==> src/rtl/dma_irq_pkg.sv <==
package dma_irq_pkg;
  localparam logic [7:0] OFS_MASK   = 8'h8C;
  localparam logic [7:0] OFS_SET    = 8'h90;
  localparam logic [7:0] OFS_CLR    = 8'h94;
  localparam logic [7:0] OFS_CLRALL = 8'h98;
  localparam logic [7:0] OFS_ACK    = 8'h9C;
  localparam logic [7:0] OFS_MASKED = 8'hA0;
  localparam logic [7:0] OFS_RAW    = 8'hA4;

  typedef struct packed {
    logic mask_load;
    logic mask_set;
    logic mask_clr;
    logic ack;
    logic clr_all;
  } wr_strobe_t;
endpackage

==> src/rtl/dma_irq_decode.sv <==
module dma_irq_decode
  import dma_irq_pkg::*;
#(
  parameter int unsigned ADDR_W = 8
) (
  input  logic              we,
  input  logic [ADDR_W-1:0] addr,
  output wr_strobe_t        strb
);
  always_comb begin
    strb.mask_load = we && (addr == ADDR_W'(OFS_MASK));
    strb.mask_set  = we && (addr == ADDR_W'(OFS_SET));
    strb.mask_clr  = we && (addr == ADDR_W'(OFS_CLR));
    strb.ack       = we && (addr == ADDR_W'(OFS_ACK));
    strb.clr_all   = we && (addr == ADDR_W'(OFS_CLRALL));
  end
endmodule

==> src/rtl/dma_irq_mask.sv <==
module dma_irq_mask
  import dma_irq_pkg::*;
#(
  parameter int unsigned N = 16
) (
  input  logic         clk,
  input  logic         rst,
  input  wr_strobe_t   strb,
  input  logic [N-1:0] wdata,
  output logic [N-1:0] mask
);
  always_ff @(posedge clk) begin
    if (rst)                 mask <= '1;
    else if (strb.mask_load) mask <= wdata;
    else if (strb.mask_set)  mask <= mask | wdata;
    else if (strb.mask_clr)  mask <= mask & ~wdata;
  end

  a_r3_set_bits: assert property (@(posedge clk) disable iff (rst)
    strb.mask_set |=> ((mask & $past(wdata)) == $past(wdata)));
  a_r4_clr_bits: assert property (@(posedge clk) disable iff (rst)
    strb.mask_clr |=> ((mask & $past(wdata)) == '0));
  a_r3_set_keeps_others: assert property (@(posedge clk) disable iff (rst)
    strb.mask_set |=> ((mask & ~$past(wdata)) == ($past(mask) & ~$past(wdata))));
endmodule

==> src/rtl/dma_irq_status.sv <==
module dma_irq_status
  import dma_irq_pkg::*;
#(
  parameter int unsigned N = 16
) (
  input  logic         clk,
  input  logic         rst,
  input  wr_strobe_t   strb,
  input  logic [N-1:0] wdata,
  input  logic [N-1:0] done,
  output logic [N-1:0] pend
);
  for (genvar i = 0; i < N; i++) begin : g_bit
    logic retire;
    assign retire = strb.clr_all || (strb.ack && wdata[i]);
    always_ff @(posedge clk) begin
      if (rst)          pend[i] <= 1'b0;
      else if (done[i]) pend[i] <= 1'b1;
      else if (retire)  pend[i] <= 1'b0;
    end
  end

  a_r7_done_sticks: assert property (@(posedge clk) disable iff (rst)
    (done != '0) |=> ((pend & $past(done)) == $past(done)));
  a_r6_ack_retires: assert property (@(posedge clk) disable iff (rst)
    strb.ack |=> ((pend & $past(wdata) & ~$past(done)) == '0));
  a_r8_clear_all: assert property (@(posedge clk) disable iff (rst)
    (strb.clr_all && done == '0) |=> (pend == '0));
  a_r5_no_spurious: assert property (@(posedge clk) disable iff (rst)
    (done == '0) |=> ((pend & ~$past(pend)) == '0));
endmodule

==> src/rtl/dma_done_irq_agg.sv <==
module dma_done_irq_agg
  import dma_irq_pkg::*;
#(
  parameter int unsigned NUM_SRC = 16,
  parameter int unsigned ADDR_W  = 8
) (
  input  logic               clk,
  input  logic               rst,
  input  logic               reg_we,
  input  logic [ADDR_W-1:0]  reg_addr,
  input  logic [NUM_SRC-1:0] reg_wdata,
  output logic [NUM_SRC-1:0] reg_rdata,
  input  logic [NUM_SRC-1:0] done_i,
  output logic               irq_o
);
  wr_strobe_t         strb;
  logic [NUM_SRC-1:0] mask;
  logic [NUM_SRC-1:0] pend;
  logic [NUM_SRC-1:0] masked;
  logic [NUM_SRC-1:0] rd_next;

  dma_irq_decode #(.ADDR_W(ADDR_W)) u_decode (
    .we(reg_we), .addr(reg_addr), .strb(strb)
  );

  dma_irq_mask #(.N(NUM_SRC)) u_mask (
    .clk(clk), .rst(rst), .strb(strb), .wdata(reg_wdata), .mask(mask)
  );

  dma_irq_status #(.N(NUM_SRC)) u_status (
    .clk(clk), .rst(rst), .strb(strb), .wdata(reg_wdata),
    .done(done_i), .pend(pend)
  );

  assign masked = pend & ~mask;

  always_comb begin
    if (reg_addr == ADDR_W'(OFS_MASK))        rd_next = mask;
    else if (reg_addr == ADDR_W'(OFS_MASKED)) rd_next = masked;
    else if (reg_addr == ADDR_W'(OFS_RAW))    rd_next = pend;
    else                                      rd_next = '0;
  end

  always_ff @(posedge clk) begin
    if (rst) begin
      reg_rdata <= '0;
      irq_o     <= 1'b0;
    end else begin
      reg_rdata <= rd_next;
      irq_o     <= |masked;
    end
  end

  a_r10_irq_follows: assert property (@(posedge clk) disable iff (rst)
    1'b1 |=> (irq_o == ($past(pend & ~mask) != '0)));
  a_r2_mask_load: assert property (@(posedge clk) disable iff (rst)
    strb.mask_load |=> (mask == $past(reg_wdata)));
endmodule

==> config.mk <==
export PLATFORM = sky130hd
export DESIGN_NAME = dma_done_irq_agg
export DESIGN_NICKNAME = d
export VERILOG_FILES = /design/src/rtl/dma_irq_pkg.sv /design/src/rtl/dma_irq_decode.sv /design/src/rtl/dma_irq_mask.sv /design/src/rtl/dma_irq_status.sv /design/src/rtl/dma_done_irq_agg.sv
export SDC_FILE = /design/constraint.sdc
export NUM_CORES = 1
export LEC_CHECK = 0
export BUFFER_PORTS_ARGS = -buffer_cell sky130_fd_sc_hd__buf_2
export CAP_MARGIN = 40
export CORE_ASPECT_RATIO = 1.75
export CORE_MARGIN = 8
export CORE_UTILIZATION = 45
export CTS_CLUSTER_SIZE = 12
export DETAILED_ROUTE_END_ITERATION = 10
export GPL_ROUTABILITY_DRIVEN = 1
export PLACE_DENSITY = 0.8
export SLEW_MARGIN = 10
export SYNTH_ARGS = -nofsm -noshare
export SYNTH_HDL_FRONTEND = slang
export SYNTH_HIERARCHICAL = 1
export SYNTH_SLANG_ARGS = --single-unit
==> constraint.sdc <==
create_clock -name clk -period 4.1 [get_ports clk]
set_clock_uncertainty 0.2 [all_clocks]
set_input_delay 0.82 -clock clk [delete_from_list [all_inputs] [get_ports clk]]
set_output_delay 0.82 -clock clk [all_outputs]
set_load 0.005 [all_outputs]
# --- After elaboration in Yosys (flattened, before gate mapping) ---
# Index checks and enable logic that the tools add are counted.
# W data, S select, Z words.
word_totals:
  ff_bits: 49
  input_bits: 43
  output_inout_bits: 17
op_classes:
  eq_ne: 7
  n_mux: 38
  n_bitwise: 5
  reduce_logical: 55
ops:
  columns: ["operator", "n"]
  rows:
  - ["$mux W16", 6]
  - ["$eq A8 B8 Y1 const B", 7]
  - ["$and A16 B16 Y16", 2]
  - ["$mux W1", 32]
  - ["$not A16 Y16", 2]
  - ["$reduce_bool A2 Y1", 16]
  - ["$logic_and A1 B1 Y1", 21]
  - ["$logic_or A1 B1 Y1", 16]
  - ["$or A16 B16 Y16", 1]
  - ["$reduce_or A16 Y1", 1]
  - ["$reduce_bool A3 Y1", 1]

# --- Longest topological paths before layout ---
logic_depth:
  depth_word: 6
  ltp_mapped: 7
  mapped_depth_nobuf: 5

# --- Hierarchy ---
# Netlist, hierarchy kept.
modules_own_cells:
  columns: ["module", "n_inst", "cells_each", "area_each_um2", "seq_area_each_um2"]
  rows:
  - ["dma_done_irq_agg", 1, 83, 834.6, 340.3]
  - ["dma_irq_mask", 1, 71, 709.4, 320.3]
  - ["dma_irq_status", 1, 70, 609.3, 320.3]
  - ["dma_irq_decode", 1, 10, 92.6, 0.0]

# --- Least setup slack after synthesis ---
# No wires, ideal clock.
synth_timing:
  path_type: "input -> register"
  from: "in reg_addr[1]"
  to: "reg with a tool-made name"
  arrival_time_ns: 2.149
  required_ns: 3.778
  slack_ns: 1.629
  path_stages: 6
  path_cell_list: "or4b_4 -> nor3_2 -> buf_2 -> buf_2 -> nand2_1 -> a221o_1"
synth_rtl:
  columns: ["item", "line", "rtl"]
  rows:
  - ["start: declaration", "dma_done_irq_agg.sv:10", "input logic [ADDR_W-1:0] reg_addr,"]

==> run_results.csv <==
group,metric,value,unit
detailed_routing,finalWirelength,5810,microns
clock_tree,cts.sinks,49,
synthesis,syn_avg_cell_area,9.60,sq um
synthesis,yosysSeqAreaShare,43.7,%
hold_path,hold_class,"reg -> reg",
clock_tree,htree_levels,2,
run_status,outcome,"finished, final reports clean",
power_and_ir_drop,power_leakage,0.00120,uW
global_route,met1_usage,17.3,%
clock_tree,cts_tree,"built",
global_route,track_usage,15.5,%
power_and_ir_drop,peakVddDrop,0.281,mV
die,start_util,45.9,%
sta,tns,0,ns
synthesis,synth_top_area_cell,"dfxtp_1",
synthesis,synth_async_sr_flop_share,0,%
synthesis,synth_most_common_cell,"dfxtp_1",
synthesis,synth_cell_types,33,
sta,layout_min_cycle_time,2.58,ns
detailed_routing,wl_per_cell,16.9,microns
sta,tightestPinTransition,0.715,ns
detailed_routing,via_count,1978,
synthesis,synth-edff-count,0,
clock_tree,post_cts_buffers,0,
clock_tree,cts_root_buf,"clkbuf_8",
synthesis,synthTopCellsByCount,"dfxtp_1, nand2_1, nand2b_1",
clock_tree,cts_hold_buf,0,
global_route,grt_max_degree,35,
setup_path,arrival,2.62,ns
placement,port_buffers,59,
sta,clock.fmax,0.388,GHz
global_route,grt_pass1_vias,2028,
setup_path,path_class,"in -> reg",
synthesis,synth_fp_nets,277,
layout,design_area,2640,sq um
setup_path,crit_path_end_kind,"flip-flop",
clock_tree,cts_buffers,5,
detailed_routing,drt-initial-drc-count,96,
synthesis,syn_inst,234,
die,coreArea,4890,sq um
sta,relSlewSlack,52.3,%
global_route,grt_overflow,0,
setup_path,path_max_fanout,20,
sta,rsz0062_at_grt,"no",
hold_path,hold_depth,1,
clock_tree,path_clk_slew,0.09,ns
detailed_routing,drtPass1Iterations,4,
global_route,grt.busiest_layer,"met2",
layout,drive_above_1_share,36.2,%
die,die_h,109,microns
detailed_routing,ant_nets,0,
placement,place.gp.congestion,0.801,
global_route,met3_usage,3.25,%
placement,hpwl,4120,microns
setup_path,worst_r2r_path_depth,4,
placement,placed_cell_area,2520,sq um
global_route,grt_first_pass_wirelength,9650,microns
die,io_pins,60,
synthesis,synthFlopType,"dfxtp_1",
layout,syn_to_final_growth,17.5,%
global_route,grt.met2_usage,26.6,%
die,placementRows,34,
layout,num-nets-final,332,
power_and_ir_drop,total_power,923,uW
setup_path,required,4.15,ns
die,die_area,7600,sq um
setup_path,cp-start-kind,"input pin",
clock_tree,clk_latency,0.31,ns
synthesis,netlist_area,2250,sq um
synthesis,ys_ff_latch,49,
sta,slew_violations,0,
synthesis,ys_top_cells_by_area,"dfxtp_1, a32o_2, a221o_1, nand2b_1, a31oi_1",
clock_tree,cts_buffer_depth,2,
synthesis,synth_warnings,6,
sta,fin_crit_sh,62.8,%
die,die_w,69.4,microns
job,maxCapViolCount,0,
sta,finalSetupViolCount,0,
detailed_routing,drc,0,
power_and_ir_drop,p_per_area,350,nW/um^2
clock_tree,ctsResizeCount,0,
detailed_routing,routed_via_density,5.75,
synthesis,yosysTopAreaCellShare,43.7,%
sta,hold_viol_final,0,
layout,n_antenna_cell,0,
global_route,antenna_found_initial,0,
[worst paths after layout]
check	start	to	slack [ns]
max	reg_addr[2]	flip-flop	1.52
min	flip-flop	reg_rdata[13]$_SDFF_PP0_	0.33
max reg2reg	flip-flop	irq_o$_SDFF_PP0_	2.73
min reg2reg	flip-flop	reg_rdata[13]$_SDFF_PP0_	0.33
[cell type report]
| class | count | area, sq um |
|---|---|---|
| clock inverters | 1 | 30.0 |
| clock buffers | 7 | 86.3 |
| fillers | 439 | 2250 |
| well taps | 54 | 67.6 |
| repair buffers | 62 | 318 |
| multi-input cells | 156 | 1100 |
| flip-flops and latches | 49 | 981 |
| inverters | 15 | 56.3 |
[cells in the final DEF, fill, tap and decap left out, types with 2 or more instances in the layout]
master,count
clkbuf_8,6
and2b_1,2
buf_2,59
nand2_1,26
nor2b_1,10
nand2_2,8
and2b_4,4
o22ai_1,4
nand2b_1,19
a31oi_1,17
buf_4,3
a221oi_1,2
nor3_1,2
dfxtp_1,49
a221o_1,16
inv_1,15
a32o_2,16
nor2_1,17
nor3_2,2
[stage by stage]
stage	utilization, %	hold WS, ns	instances	setup WS, ns
global route	54.0	0.347	344	1.34
floorplan	-	0.272	234	1.63
global placement	51.6	0.298	336	1.28
detailed placement	51.6	0.302	336	1.25
finish	54.0	0.330	344	1.52
CTS	54.0	0.327	344	1.57
[report_power, final]
part           switching [uW]  internal (uW)  leakage [uW]  total (uW)
Sequential               10.3            488      0.000401         498
Clock                     160            199     0.0000585         359
Combinational            35.3           31.0      0.000743        66.3
[layer usage]
layer	vias to the layer above	part of all wire, %
li1	957	-
met1	932	41
met2	77	51
met3	12	5.7
met4	0	2.7
met5	-	0
[critical path, stage by stage]
cell and delay [ns]:
buf_2 0.30, nand4bb_1 0.25, nor3_1 0.19, buf_4 0.25, or2_1 0.56, a221o_1 0.26
[cells by family after synthesis]
group	after synthesis	synth area share (%)
and+or+nand+nor	100	26.6
AOI/OAI and AO/OA	56	22.2
buffers and inverters	29	7.52
DFF	49	43.7
Note: power is estimated with default switching activity, not from simulation.
